## config.mk

```make
export PLATFORM = sky130hd
export DESIGN_NAME = sdram_burst_susp
export DESIGN_NICKNAME = d
export VERILOG_FILES = /design/src/rtl/burst_pkg.sv /design/src/rtl/burst_cke_gate.sv /design/src/rtl/burst_seq.sv /design/src/rtl/burst_store.sv /design/src/rtl/sdram_burst_susp.sv
export SDC_FILE = /design/constraint.sdc
export NUM_CORES = 1
export LEC_CHECK = 0
export ABC_AREA = 0
export CORE_ASPECT_RATIO = 1.25
export CORE_MARGIN = 5
export CORE_UTILIZATION = 40
export CTS_CLUSTER_DIAMETER = 80
export DETAILED_ROUTE_END_ITERATION = 6
export HOLD_SLACK_MARGIN = 0.06
export MAX_ROUTING_LAYER = met4
export PLACE_DENSITY = 0.58
export SLEW_MARGIN = 30
export SYNTH_ARGS = -nofsm -noshare
export SYNTH_HDL_FRONTEND = slang
export SYNTH_SLANG_ARGS = --single-unit
```

## constraint.sdc

```tcl
create_clock -name clk -period 5.8 [get_ports clk]
set_input_delay 1.16 -clock clk [delete_from_list [all_inputs] [get_ports clk]]
set_output_delay 1.16 -clock clk [all_outputs]
set_load 0.02 [all_outputs]
```

## src/rtl/burst_pkg.sv

```systemverilog
package burst_pkg;

    typedef enum logic [1:0] {
        ST_IDLE  = 2'd0,
        ST_WRITE = 2'd1,
        ST_READ  = 2'd2
    } burst_state_t;

    typedef enum logic [1:0] {
        OP_NOP   = 2'b00,
        OP_WRITE = 2'b01,
        OP_READ  = 2'b10,
        OP_RSVD  = 2'b11
    } burst_op_t;

    localparam int LEN_W = 3;

    // beats minus one for each length selection
    function automatic logic [LEN_W-1:0] len_mask(input logic [1:0] sel);
        logic [LEN_W-1:0] m;
        unique case (sel)
            2'd0:    m = 3'd0;
            2'd1:    m = 3'd1;
            2'd2:    m = 3'd3;
            default: m = 3'd7;
        endcase
        return m;
    endfunction

endpackage

```

## src/rtl/burst_cke_gate.sv

```systemverilog
module burst_cke_gate (
    input  logic clk,
    input  logic rst_n,
    input  logic cke,
    input  logic burst_idle,
    output logic clk_en
);
    logic cke_q;

    always_ff @(posedge clk or negedge rst_n) begin
        if (!rst_n) begin
            cke_q <= 1'b1;
        end else begin
            cke_q <= cke;
        end
    end

    assign clk_en = cke_q | burst_idle;

    assert_cke_freeze_R2: assert property (@(posedge clk) disable iff (!rst_n)
        !cke |=> (burst_idle || !clk_en));

    assert_cke_resume_R2: assert property (@(posedge clk) disable iff (!rst_n)
        cke |=> clk_en);

endmodule

```

## src/rtl/burst_seq.sv

```systemverilog
module burst_seq
    import burst_pkg::*;
#(
    parameter int COL_W = 4
) (
    input  logic             clk,
    input  logic             rst_n,
    input  logic             clk_en,
    input  burst_op_t        op,
    input  logic [COL_W-1:0] col,
    input  logic [1:0]       len_sel,
    input  logic             dqm,
    output logic             idle,
    output logic [COL_W-1:0] beat_col,
    output logic             wr_en,
    output logic             rd_en,
    output logic             rd_oe
);
    localparam int PAD = COL_W - LEN_W;

    burst_state_t     state_q, state_n;
    logic [COL_W-1:0] col_q, col_n, base_q, base_n;
    logic [LEN_W-1:0] left_q, left_n, mask_q, mask_n;
    logic             oe_q, oe_n;

    logic             start_wr, start_rd;
    logic [LEN_W-1:0] cur_mask;
    logic [COL_W-1:0] wide_mask, col_step;

    assign start_wr  = (state_q == ST_IDLE) && (op == OP_WRITE);
    assign start_rd  = (state_q == ST_IDLE) && (op == OP_READ);
    assign cur_mask  = (state_q == ST_IDLE) ? len_mask(len_sel) : mask_q;
    assign wide_mask = {{PAD{1'b0}}, cur_mask};
    assign beat_col  = (state_q == ST_IDLE) ? col : col_q;
    assign col_step  = (beat_col & ~wide_mask) | ((beat_col + COL_W'(1)) & wide_mask);

    // next-state and datapath
    always_comb begin
        state_n = state_q;
        col_n   = col_q;
        base_n  = base_q;
        left_n  = left_q;
        mask_n  = mask_q;
        oe_n    = start_rd || (state_q == ST_READ);
        unique case (state_q)
            ST_IDLE: begin
                if ((start_wr || start_rd) && (cur_mask != '0)) begin
                    state_n = start_wr ? ST_WRITE : ST_READ;
                    col_n   = col_step;
                    base_n  = col;
                    left_n  = cur_mask;
                    mask_n  = cur_mask;
                end
            end
            ST_WRITE, ST_READ: begin
                col_n  = col_step;
                left_n = left_q - LEN_W'(1);
                if (left_q == LEN_W'(1)) begin
                    state_n = ST_IDLE;
                end
            end
            default: state_n = ST_IDLE;
        endcase
    end

    // state register
    always_ff @(posedge clk or negedge rst_n) begin
        if (!rst_n) begin
            state_q <= ST_IDLE;
            col_q   <= '0;
            base_q  <= '0;
            left_q  <= '0;
            mask_q  <= '0;
            oe_q    <= 1'b0;
        end else if (clk_en) begin
            state_q <= state_n;
            col_q   <= col_n;
            base_q  <= base_n;
            left_q  <= left_n;
            mask_q  <= mask_n;
            oe_q    <= oe_n;
        end
    end

    // outputs
    always_comb begin
        idle  = (state_q == ST_IDLE);
        wr_en = clk_en && !dqm && (start_wr || (state_q == ST_WRITE));
        rd_en = clk_en && (start_rd || (state_q == ST_READ));
        rd_oe = oe_q;
    end

    assert_freeze_R4: assert property (@(posedge clk) disable iff (!rst_n)
        !clk_en |=> ($stable(state_q) && $stable(col_q) && $stable(left_q)));

    assert_wrap_block_R7: assert property (@(posedge clk) disable iff (!rst_n)
        (state_q != ST_IDLE) |->
            ((col_q & ~{{PAD{1'b0}}, mask_q}) == (base_q & ~{{PAD{1'b0}}, mask_q})));

    assert_beats_left_R9: assert property (@(posedge clk) disable iff (!rst_n)
        (state_q != ST_IDLE) |-> ((left_q != '0) && (left_q <= mask_q)));

    assert_no_oe_in_write_R10: assert property (@(posedge clk) disable iff (!rst_n)
        (state_q == ST_WRITE) |-> !oe_q);

endmodule

```

## src/rtl/burst_store.sv

```systemverilog
module burst_store #(
    parameter int COL_W = 4,
    parameter int DW    = 16
) (
    input  logic             clk,
    input  logic             rst_n,
    input  logic             clk_en,
    input  logic             we,
    input  logic             re,
    input  logic [COL_W-1:0] addr,
    input  logic [DW-1:0]    wdata,
    output logic [DW-1:0]    rd_data
);
    localparam int DEPTH = 1 << COL_W;

    logic [DW-1:0] mem_q [DEPTH];

    always_ff @(posedge clk or negedge rst_n) begin
        if (!rst_n) begin
            for (int i = 0; i < DEPTH; i++) begin
                mem_q[i] <= '0;
            end
        end else if (we) begin
            mem_q[addr] <= wdata;
        end
    end

    always_ff @(posedge clk or negedge rst_n) begin
        if (!rst_n) begin
            rd_data <= '0;
        end else if (re) begin
            rd_data <= mem_q[addr];
        end
    end

    assert_hold_out_R5: assert property (@(posedge clk) disable iff (!rst_n)
        !clk_en |=> $stable(rd_data));

    assert_no_frozen_write_R4: assert property (@(posedge clk) disable iff (!rst_n)
        !clk_en |-> !we);

    assert_one_dir_R11: assert property (@(posedge clk) disable iff (!rst_n)
        !(we && re));

endmodule

```

## src/rtl/sdram_burst_susp.sv

```systemverilog
module sdram_burst_susp
    import burst_pkg::*;
#(
    parameter int COL_W = 4,
    parameter int DW    = 16
) (
    input  logic             clk,
    input  logic             rst_n,
    input  logic             cke,
    input  logic [1:0]       cmd,
    input  logic [COL_W-1:0] col_addr,
    input  logic [1:0]       len_sel,
    input  logic             dqm,
    input  logic [DW-1:0]    wdata,
    output logic             int_clk_en,
    output logic [COL_W-1:0] burst_col,
    output logic             wr_strobe,
    output logic [DW-1:0]    rd_data,
    output logic             rd_oe
);
    logic      idle, rd_en;
    burst_op_t op;

    assign op = burst_op_t'(cmd);

    burst_cke_gate u_gate (
        .clk        (clk),
        .rst_n      (rst_n),
        .cke        (cke),
        .burst_idle (idle),
        .clk_en     (int_clk_en)
    );

    burst_seq #(.COL_W(COL_W)) u_seq (
        .clk      (clk),
        .rst_n    (rst_n),
        .clk_en   (int_clk_en),
        .op       (op),
        .col      (col_addr),
        .len_sel  (len_sel),
        .dqm      (dqm),
        .idle     (idle),
        .beat_col (burst_col),
        .wr_en    (wr_strobe),
        .rd_en    (rd_en),
        .rd_oe    (rd_oe)
    );

    burst_store #(.COL_W(COL_W), .DW(DW)) u_store (
        .clk     (clk),
        .rst_n   (rst_n),
        .clk_en  (int_clk_en),
        .we      (wr_strobe),
        .re      (rd_en),
        .addr    (burst_col),
        .wdata   (wdata),
        .rd_data (rd_data)
    );

endmodule

```

After elaboration in Yosys (flattened, before gate mapping)

Cells that the tools add are included.

Reduce and logical (&&, ||, !) cells: 19
Equal/unequal tests: 9
Magnitude comparators: 2
Bitwise operators: 6
Muxes and demuxes: 17
$add $sub $neg: 2

Operators by type and width:

| operator                                                   | number |
|---|---|
| bitwise mux 256 bit                                        | 1 |
| binary-select mux 16 bit (select 4 bit)                    | 1 |
| demux 16 bit (select 4 bit)                                | 1 |
| two-way mux 16 bit                                         | 3 |
| one-hot mux 3 bit (3 select lines)                         | 1 |
| AND reduction 3 bit                                        | 3 |
| two-way mux 4 bit                                          | 2 |
| one-hot mux 4 bit (2 select lines)                         | 1 |
| logical AND 1 bit                                          | 7 |
| == test 2 x 1 -> 1 bit, second input constant              | 3 |
| == test 2 bit, second input constant                       | 3 |
| two-way mux 2 bit                                          | 3 |
| two-way mux 3 bit                                          | 2 |
| one-hot mux 3 bit (2 select lines)                         | 1 |
| greater-or-equal comparator 5 bit, second input constant   | 1 |
| less-than comparator 5 x 1 -> 1 bit, second input constant | 1 |
| NOT 4 -> 5 bit                                             | 1 |
| adder 4 x 1 -> 4 bit, second input constant                | 1 |
| AND 4 x 3 -> 4 bit                                         | 1 |
| AND 4 bit                                                  | 1 |
| zero test 2 bit                                            | 2 |
| inequality test 2 x 1 -> 1 bit, second input constant      | 2 |
| NOT 3 -> 4 bit                                             | 1 |
| bitwise OR 4 bit                                           | 1 |
| other kinds (9)                                            | 11 |

Output and inout port bits: 23
Bits in registers: 286
Input bits: 28

Depth between registers and ports, before layout

Gate-level depths: netlist of the first run.

Depth after elaboration: 8
Gate-level depth with buffers: 13
Gate-level depth less buffers: 8

Modules after synthesis

From an unflattened synthesis of the first run, not the netlist that was laid out.

Cells, all modules: 906
Area total of the unflattened synthesis: 13,218.9 um2

Modules (own cells, without submodules):

| module         | sequential area each (um2) | area an instance (um2) | times used | cells an instance |
|---|---|---|---|---|
| burst_store    | 6,806.5                    | 12,291.8               | 1          | 811 |
| burst_seq      | 325.3                      | 894.6                  | 1          | 93 |
| burst_cke_gate | 26.3                       | 32.5                   | 1          | 2 |

Worst setup path before layout of the first run

Ideal clock, no wire load.

Kind: input-to-reg
Start point: input col_addr[1]
End point: register u_store.mem_q[101] (netlist name)
Data arrival time: 3.043 ns
Required time: 5.675 ns
Cell stages on the path: 10
Path slack: 2.633 ns
Buffers on the path: 4
Path through: clkbuf_1 -> nand2_1 -> clkbuf_1 -> nand2_1 -> inv_1 -> ha_1 -> and3_1 -> buf_2 -> buf_4 -> mux2_2

Cells in the longest elaborated chain, start to end: 7
Elaborated cells between the ends (all ways): 8

Ends and longest elaborated chain:

| item                                                                                                           | RTL line               | text |
|---|---|---|
| from (decl)                                                                                                    | sdram_burst_susp.sv:11 | `input logic [COL_W-1:0] col_addr,` |
| two-way mux 4 bit (*)                                                                                          | burst_seq.sv:34        | `assign beat_col = (state_q == ST_IDLE) ? col : col_q;` |
| named net burst_col[1]                                                                                         | sdram_burst_susp.sv:16 | `output logic [COL_W-1:0] burst_col,` |
| NOT 4 -> 5 bit (implied by the code) (*)                                                                       | burst_store.sv:24      | `mem_q[addr] <= wdata;` |
| greater-or-equal comparator 5 bit (implied by the code) or less-than comparator 5 x 1 -> 1 bit (tied branches) | burst_store.sv:24      |  |
| logical AND 1 bit (implied by the code)                                                                        | burst_store.sv:24      |  |
| two-way mux 16 bit (implied by the code)                                                                       | burst_store.sv:24      |  |
| demux 16 bit (select 4 bit) (*)                                                                                | burst_store.sv:24      |  |
| bitwise mux 256 bit (*)                                                                                        | burst_store.sv:24      |  |
| to (signal, indexed assignment)                                                                                | burst_store.sv:24      |  |
| to (decl)                                                                                                      | burst_store.sv:16      | `logic [DW-1:0] mem_q [DEPTH];` |

The timed path passes the listed nets; every way through them passes the cells marked *.
A chain may end at the register's enable or synchronous reset.

Final worst setup path of the first run

Start point: register u_seq.state_q[0]
End point: output burst_col[0]

Cells in the longest elaborated chain, start to end: 2

Ends and longest elaborated chain:

| item                   | RTL line               | text |
|---|---|---|
| from (decl)            | burst_seq.sv:21        | `burst_state_t state_q, state_n;` |
| from (signal assigned) | burst_seq.sv:76        | `state_q <= state_n;` |
| zero test 2 bit        | burst_seq.sv:34        |  |
| two-way mux 4 bit      | burst_seq.sv:34        |  |
| to (decl)              | sdram_burst_susp.sv:16 |  |

Every way passes these cells.

==> results.toml, run 1 <==
[grt]
grt_pass1_vias = 11500
grt_max_degree = 114
antenna_found_initial = 0
grt_pass1_wl_mm = 67.3
overflow = 0
grt_use_total_pct = 20.8

[clock_network]
max-clock-path-buffers = 3
clk_latency_ps = 570
cts_setup_buffers = 0
cts_tree = "done"
cts_root_buf = "clkbuf_16"
holdBufCountCts = 0
cts_max_level = 1
cts-resized-gates = 0
cts.clk_slew.worst_paths_ps = 70
cts_buffers = 29
cts_sinks = 286

[run_status]
status = "complete, no violations"

[worst_setup_path]
worst-setup-path-type = "flop to output port"
crit_arrival_ps = 3370
cp_slowest_cell = "clkdlybuf4s50_1"
cp-start-kind = "flop"
crit_chain = "inv_1, ha_2, mux2i_4, clkinv_2, clkdlybuf4s50_1"
slowest_delay_ps = 700
cp-end-kind = "output port"
cp_max_fo = 28
critPathRequiredTime_ps = 4640

[job]
cap_viol_max_count = 0

[drt]
routed_wl_mm = 43.5
ant_nets = 0
drt-pass1-iter-count = 5
vias_per_cell = 5.86
first_iter_violations = 734
via_count = 11400
wl_per_cell_um = 22.4
drcViolationCount = 0

[logic_synthesis]
synth_ff_type = "dfrtp_1"
synth_cell_type_count = 56
synth_top_area_cell = "dfrtp_1"
syn_avg_cell_area_um2 = 10.5
async_reset_ff_share_pct = 100
syn_inst = 1456
netlist_area_mm2 = 0.0153
yosys.area.top_type_share_pct = 46.5
seq_area_frac_synth_pct = 46.7
synth_edf_count = 0
synth-seq-cells = 286
synthTopCellsByArea = "dfrtp_1 (47%), mux2_2 (19%), a21oi_1 (3.6%)"
syn_nets = 1494
ys_warn_count = 0

[sta]
finalSetupViolations = 0
report.final.slew_viol_count = 0
setup_tns_ps = 0
skew_ps = 25.9
slew_headroom_pct = 32.8
hold_viol_final = 0
rsz0062_at_grt = "false"
finalHoldWorstSlack_ps = 445
fin_crit_ps = 4530
clock.fmax_ghz = 0.221
tightest_slew_ps = 1010
period_share_pct = 78.1

[finish]
final_cell_mix = "dfrtp_1 (284), mux2_2 (256), nor2_1 (142), a21oi_1 (111), nand2_1 (76)"
drive_gt1_share_pct = 25.9
layout.nets = 1468
final_common_cell = "dfrtp_1"
fill_cells = 3600
n_antenna_cell = 0
area_growth_pct = 11.1

[floorplan]
coreArea_mm2 = 0.0380
die-width_um = 185
top_level_ports = 51
die_y_um = 229
initial_core_util_pct = 40.3
rows = 80
dieArea_mm2 = 0.0423

[place]
io_buffers = 50
gp_congestion = 0.804
post-dp-hpwl_mm = 26.3

[power]
p_per_area_mw_per_mm2 = 563
peakVddDrop_mv = 0.307
power_leakage_uw = 0.00726

[worst_hold_path]
hold_class = "input port to asynchronous set/reset pin"
-- sequential cells by signal (all words and copies together) (netlist names) --
register / count
u_seq.rd_oe: 1
u_seq.col_q: 4
u_store.mem_q: 256
u_store.rd_data: 16
u_gate.cke_q: 1
u_seq.mask_q: 3
u_seq.left_q: 3
u_seq.state_q: 2
-- per-stage QoR --
stage | power [uW] | instance area [um^2] | setup slack [ps] | cells | utilization [%]
3_5_place_dp | 7630 | 16000 | 1470 | 1890 | 42.1
4_1_cts | 9620 | 17000 | 1270 | 1940 | 44.7
5_1_grt | 10200 | 17000 | 1150 | 1941 | 44.8
2_1_floorplan | 6400 | 15300 | 2630 | 1456 | -
3_3_place_gp | 7510 | 16000 | 1470 | 1888 | 42.0
6_report | 9590 | 17000 | 1270 | 1941 | 44.8
-- report_power, final --
| part | leakage [uW] | internal [uW] | switching, uW | total, uW |
|---|---|---|---|---|
| combinational | 0.00306 | 1840 | 2400 | 4240 |
| clock | 0.000473 | 1160 | 810 | 1970 |
| sequential | 0.00372 | 2820 | 555 | 3380 |
-- path summary, 6_finish.rpt --
| kind | startpoint | to | slack, ps | depth (start not counted) |
|---|---|---|---|---|
| min in group clk | u_seq.mask_q[0]$_DFFE_PN0P_ | u_seq.mask_q[0]$_DFFE_PN0P_ | 470 | 1 |
| hold / removal | rst_n | u_store.mem_q[177]$_DFFE_PN0P_ | 440 | 1 |
| setup reg to reg | u_seq.state_q[0]$_DFFE_PN0P_ | u_store.mem_q[124]$_DFFE_PN0P_ | 1850 | 8 |
| setup / recovery | u_seq.state_q[0]$_DFFE_PN0P_ | burst_col[0] | 1270 | 5 |
| max in group asynchronous | rst_n | u_store.mem_q[6]$_DFFE_PN0P_ | 4000 | 3 |
| hold reg to reg | u_seq.mask_q[0]$_DFFE_PN0P_ | u_seq.mask_q[0]$_DFFE_PN0P_ | 470 | 1 |
-- kinds of logic (layout without fill, tap and decap cells) --
group	after synthesis	in the layout	share of synthesized area [%]
adders and majority gates	10	10	0.817
muxes	260	260	19.2
AOI/OAI and AO/OA	384	384	17.4
xor gates and xnor gates	3	3	0.172
buffers and inverters	186	179	6.17
DFF	286	286	46.7
and+or+nand+nor	327	327	9.54
-- cell type report --
| type | instances | area, um^2 | area share, % |
|---|---|---|---|
| Multi-Input combinational cell | 984 | 7280 | 42.7 |
| Sequential cell | 286 | 7160 | 42.1 |
| Timing Repair Buffer | 84 | 818 | 4.81 |
| Clock buffer | 39 | 813 | 4.78 |
| Tap cell | 492 | 616 | 3.62 |
| Clock inverter | 11 | 170 | 0.999 |
| Inverter | 45 | 170 | 0.999 |
-- worst max-delay path: cells and delay by family, from the launching register on --
| family | cells | cell delay (ps) |
|---|---|---|
| buf+inv | 3 | 1330 |
| fa+ha+maj | 1 | 680 |
| flops | 1 | 400 |
| mux | 1 | 360 |
-- cells in the mapped netlist (36+ instances only) --
library cell	number
a21oi_1	111
nand2b_1	37
dfrtp_1	285
o22ai_1	36
buf_2	36
nor2_1	143
nand2_1	77
clkbuf_1	61
a211oi_1	45
o211ai_1	49
mux2_2	256
inv_1	43
-- per-layer routing --
layer | up-vias | share of wire (%) | global-route usage, %
met1 | 5768 | 42 | 25.8
met2 | 326 | 50 | 35.2
met4 | 0 | 3.9 | 7.92
li1 | 5184 | - | -
met3 | 103 | 4.3 | 1.85
met5 | - | 0 | -
Power figures use the tool's default switching activity.
==> run 2, diff against run 1 <==
Clock period 5.8 ns to 4.8 ns, I/O delays scaled along.
==> run 2 against run 1 <==
Hold slack got worse by 46 ps. Critical path depth is the same. Global-route usage increased by 1.4 points. Critical endpoint is now wr_strobe. Die area unchanged. Wire length increased by 4.5%. Sequential cell count unchanged. Clock-buffer cell count up 8. Power rose by 21%.
==> results.toml, run 2 (synthesis results as in run 1) <==
[run_status]
status = "complete, no violations"

[worst_setup_path]
cp_slowest_cell = "clkdlybuf4s50_1"
cp-end-kind = "output port"
slowest_delay_ps = 710
cp_max_fo = 17
worst-setup-path-type = "input port to output port"
cpMostUsedCell = "clkdlybuf4s50_1"
critPathRequiredTime_ps = 3840
cp-start-kind = "input port"
path_buf_inv = 2
path_delay_family = "buffers and inverters"
crit_chain = "clkdlybuf4s50_1, nor2b_1, o21ai_0, a21oi_2, clkdlybuf4s50_1"
crit_arrival_ps = 2930

[finish]
final_cell_mix = "dfrtp_1 (284), mux2_2 (256), nor2_1 (142), a21oi_1 (111), nand2_1 (76)"
largest_register_ffs = 256
area_growth_pct = 11.5
layout.nets = 1479
drive_gt1_share_pct = 25.9
final_common_cell = "dfrtp_1"
design_area_mm2 = 0.0171
top_register = "u_store.mem_q"
top_regs = "u_store.mem_q x256, u_store.rd_data x16, u_seq.col_q x4"

[grt]
grt_pass1_vias = 11800
grt_max_degree = 106
antenna_found_initial = 1
grt_use_total_pct = 22.2
grt_pass1_wl_mm = 71.4
overflow = 0

[floorplan]
die-width_um = 185
dieArea_mm2 = 0.0423
coreArea_mm2 = 0.0380
initial_core_util_pct = 40.3
die_y_um = 229
rows = 80
top_level_ports = 51

[drt]
wl_met2_mm = 22.4
vias_per_cell = 5.95
m1WireLength_mm = 18.8
via_count = 11600
route.met3.wl_mm = 1.90
ant_nets = 0
routed_wl_mm = 45.4
maxUsedRoutingLayer = "met4"
drcViolationCount = 0
wl_per_cell_um = 23.2
drt-pass1-iter-count = 5
first_iter_violations = 807

[sta]
rsz0062_at_grt = "false"
hold_viol_final = 0
finalHoldWorstSlack_ps = 399
report.final.slew_viol_count = 0
period_share_pct = 81.1
fin_crit_ps = 3890
skew_ps = 7.31
setup_tns_ps = 0
clock.fmax_ghz = 0.257
slew_headroom_pct = 37.8
tightest_slew_ps = 933
finalSetupViolations = 0

[clock_network]
cts_root_buf = "clkbuf_16"
cts_tree = "done"
cts-resized-gates = 0
holdBufCountCts = 0
cts_buffers = 30
cts_setup_buffers = 0
cts_max_level = 1
clk_latency_ps = 570
cts.clk_slew.worst_paths_ps = 60
cts_sinks = 286
max-clock-path-buffers = 3

[power]
p_per_area_mw_per_mm2 = 678
peakVddDrop_mv = 0.410
power_leakage_uw = 0.00732

[worst_hold_path]
hold_class = "input port to asynchronous set/reset pin"

[place]
post-dp-hpwl_mm = 27.0
io_buffers = 50
gp_congestion = 0.847
placed_cell_area_mm2 = 0.0161

[job]
cap_viol_max_count = 0
## run 2: cell count changes in the layout (fill, tap and decap cells not counted), moves of 2 or more
cell	change
clkbuf_1	+5
buf_4	+10
bufinv_16	-2
buf_16	-2
and3_1	+6
buf_12	+3
and3_2	-6
clkbuf_16	+2
clkinvlp_4	-3
## run 2: cell type report
type                            count  area [um^2]
Clock buffer                       47          896
Antenna cell                        1         2.50
Inverter                           45          170
Clock inverter                      5         75.1
Tap cell                          492          616
Multi-Input combinational cell    984         7280
Fill cell                        3615        21000
Timing Repair Buffer               94          883
Sequential cell                   286         7160
## run 2: routing by layer
metal,GRT usage [%],vias up
met3,2.18,117
met4,9.89,0
met5,-,-
met1,27.6,5938
met2,36.7,355
li1,-,5212
## run 2: through the flow
stage,setup slack [ps],std cells,power [uW],util [%]
detailed placement,931,1901,9270,42.3
CTS,930,1953,11600,44.9
floorplan,1830,1456,7730,-
finish,905,1954,11600,44.9
global route,755,1954,12300,44.9
global placement,914,1901,9160,42.3
## run 2: final timing paths
path,startpoint,endpoint,slack (ps),cells past startpoint
worst min register to register,u_seq.mask_q[0]$_DFFE_PN0P_,u_seq.mask_q[0]$_DFFE_PN0P_,460,1
worst max register to register,u_seq.state_q[0]$_DFFE_PN0P_,u_store.mem_q[42]$_DFFE_PN0P_,1470,8
max in group asynchronous,rst_n,u_store.mem_q[76]$_DFFE_PN0P_,3340,2
worst max-delay path,cmd[0],wr_strobe,910,5
worst min-delay path,rst_n,u_store.mem_q[132]$_DFFE_PN0P_,400,1
min in group clk,u_seq.mask_q[0]$_DFFE_PN0P_,u_seq.mask_q[0]$_DFFE_PN0P_,460,1
## run 2: where the power goes
part           internal (uW)  total (uW)  switching [uW]
combinational           2210        5180            2970
clock                   1370        2330             958
sequential              3420        4070             651
total                   7000       11600            4580
==> run 3, diff against run 2 <==
Settings changed: PLACE_DENSITY 0.58 to 0.6.
Clock period 4.8 ns to 3.1 ns, I/O delays scaled along.
==> run 3 against run 2 <==
Cell count increased by 1.3%. Power grew 57%. Core utilization up 1.1 points. Sequential cell count stayed put. Clock-buffer cell count decreased by 2. Critical endpoint is now int_clk_en.
==> results.toml, run 3 (synthesis results as in run 1) <==
[run_status]
status = "complete, no violations"

[place]
post-dp-hpwl_mm = 27.3
gp_congestion = 0.803
io_buffers = 50
place_ws_ps = 285
placed_cell_area_mm2 = 0.0165

[sta]
hold_viol_final = 0
period_share_pct = 97.1
fin_crit_ps = 3010
skew_ps = 13.2
finalSetupViolations = 0
slew_headroom_pct = 53.3
setup_tns_ps = 0
clock.fmax_ghz = 0.332
rsz0062_at_grt = "false"
setup_slack_ps = 88.5
finalHoldWorstSlack_ps = 458
report.final.slew_viol_count = 0
tightest_slew_ps = 698

[grt]
overflow = 0
grt_pass1_vias = 11700
grt_pass1_wl_mm = 69.6
grt_use_total_pct = 21.5
antenna_found_initial = 0
grt_max_degree = 99

[finish]
top_register = "u_store.mem_q"
n_antenna_cell = 0
area_growth_pct = 14.3
design_area_mm2 = 0.0175
layout.nets = 1504
final_cell_mix = "dfrtp_1 (284), mux2_2 (256), nor2_1 (142), a21oi_1 (111), nand2_1 (76)"
largest_register_ffs = 256
utilization_pct = 46.0
final_common_cell = "dfrtp_1"
fill_cells = 3569
drive_gt1_share_pct = 27.4
top_regs = "u_store.mem_q x256, u_store.rd_data x16, u_seq.col_q x4"

[clock_network]
clk_latency_ps = 570
cts_tree = "done"
cts_max_level = 1
cts_buffers = 30
cts_sinks = 286
cts_root_buf = "clkbuf_16"
cts.clk_slew.worst_paths_ps = 60
cts_setup_buffers = 0
max-clock-path-buffers = 3

[worst_setup_path]
crit_chain = "inv_1, ha_4, buf_6, nor2_1, inv_1, clkdlybuf4s50_1"
cp-start-kind = "flop"
critPathRequiredTime_ps = 2480
cp_slowest_cell = "clkdlybuf4s50_1"
cp-end-kind = "output port"
slowest_delay_ps = 590
cpMostUsedCell = "inv_1"
crit_arrival_ps = 2390
path_buf_inv = 4
worst-setup-path-type = "flop to output port"
cp_max_fo = 19
path_delay_family = "buffers and inverters"

[worst_hold_path]
hold_class = "input port to flop"

[floorplan]
initial_core_util_pct = 40.3
rows = 80
dieArea_mm2 = 0.0423
die-width_um = 185
top_level_ports = 51
die_y_um = 229
coreArea_mm2 = 0.0380

[job]
cap_viol_max_count = 0

[drt]
wl_per_cell_um = 22.5
drcViolationCount = 0
ant_nets = 0
drt-pass1-iter-count = 5
via_count = 11700
vias_per_cell = 5.91
first_iter_violations = 686
routed_wl_mm = 44.5

[power]
peakVddDrop_mv = 0.543
power_leakage_uw = 0.00753
p_per_area_mw_per_mm2 = 1040
[run 3: worst paths after layout]
| kind | to | start | slack [ps] | cells past startpoint |
|---|---|---|---|---|
| worst max register to register | u_store.rd_data[10]$_DFFE_PN0P_ | u_seq.state_q[0]$_DFFE_PN0P_ | 400 | 9 |
| min in group asynchronous | u_store.mem_q[195]$_DFFE_PN0P_ | rst_n | 550 | 2 |
| max in group asynchronous | u_store.mem_q[142]$_DFFE_PN0P_ | rst_n | 1740 | 3 |
| worst max-delay path | int_clk_en | u_seq.state_q[0]$_DFFE_PN0P_ | 90 | 6 |
| worst min register to register | u_seq.mask_q[0]$_DFFE_PN0P_ | u_seq.mask_q[0]$_DFFE_PN0P_ | 460 | 1 |
| worst min-delay path | u_gate.cke_q$_DFF_PN1_ | cke | 460 | 1 |
[run 3: stage by stage]
| step | power [uW] | std cells |
|---|---|---|
| after global placement | 14300 | 1924 |
| after detailed placement | 14600 | 1925 |
| after floorplan | 12000 | 1456 |
| after CTS | 18300 | 1979 |
| final | 18200 | 1979 |
| after global routing | 19400 | 1979 |
[run 3: cell type report]
type / count / area [um^2] / area share [%]
multi-input cells: 984 / 7290 / 41.6
flip-flops and latches: 286 / 7160 / 40.9
repair buffers: 119 / 1290 / 7.38
clock buffers: 45 / 918 / 5.24
well taps: 492 / 616 / 3.51
inverters: 45 / 170 / 0.971
clock inverters: 8 / 70.1 / 0.400
[run 3: per-layer routing]
metal / up-vias / track usage [%] / wire [um]
met5: - / - / 0
met4: 0 / 7.62 / 1460
met3: 87 / 2.21 / 2120
met2: 327 / 35.2 / 22300
met1: 6020 / 27.7 / 18600
li1: 5253 / - / -
[run 3: what timing repair did]
item / CTS / global route
hold buffers: 1 / 0
gates resized for setup: 6 / 0
setup endpoints to repair: 6 / 0
endpoints found under the hold margin: 47 / 0
[run 3: report_power, final]
part	switching (uW)	internal, uW
sequential	949	5290
clock	1520	2110
combinational	4680	3650
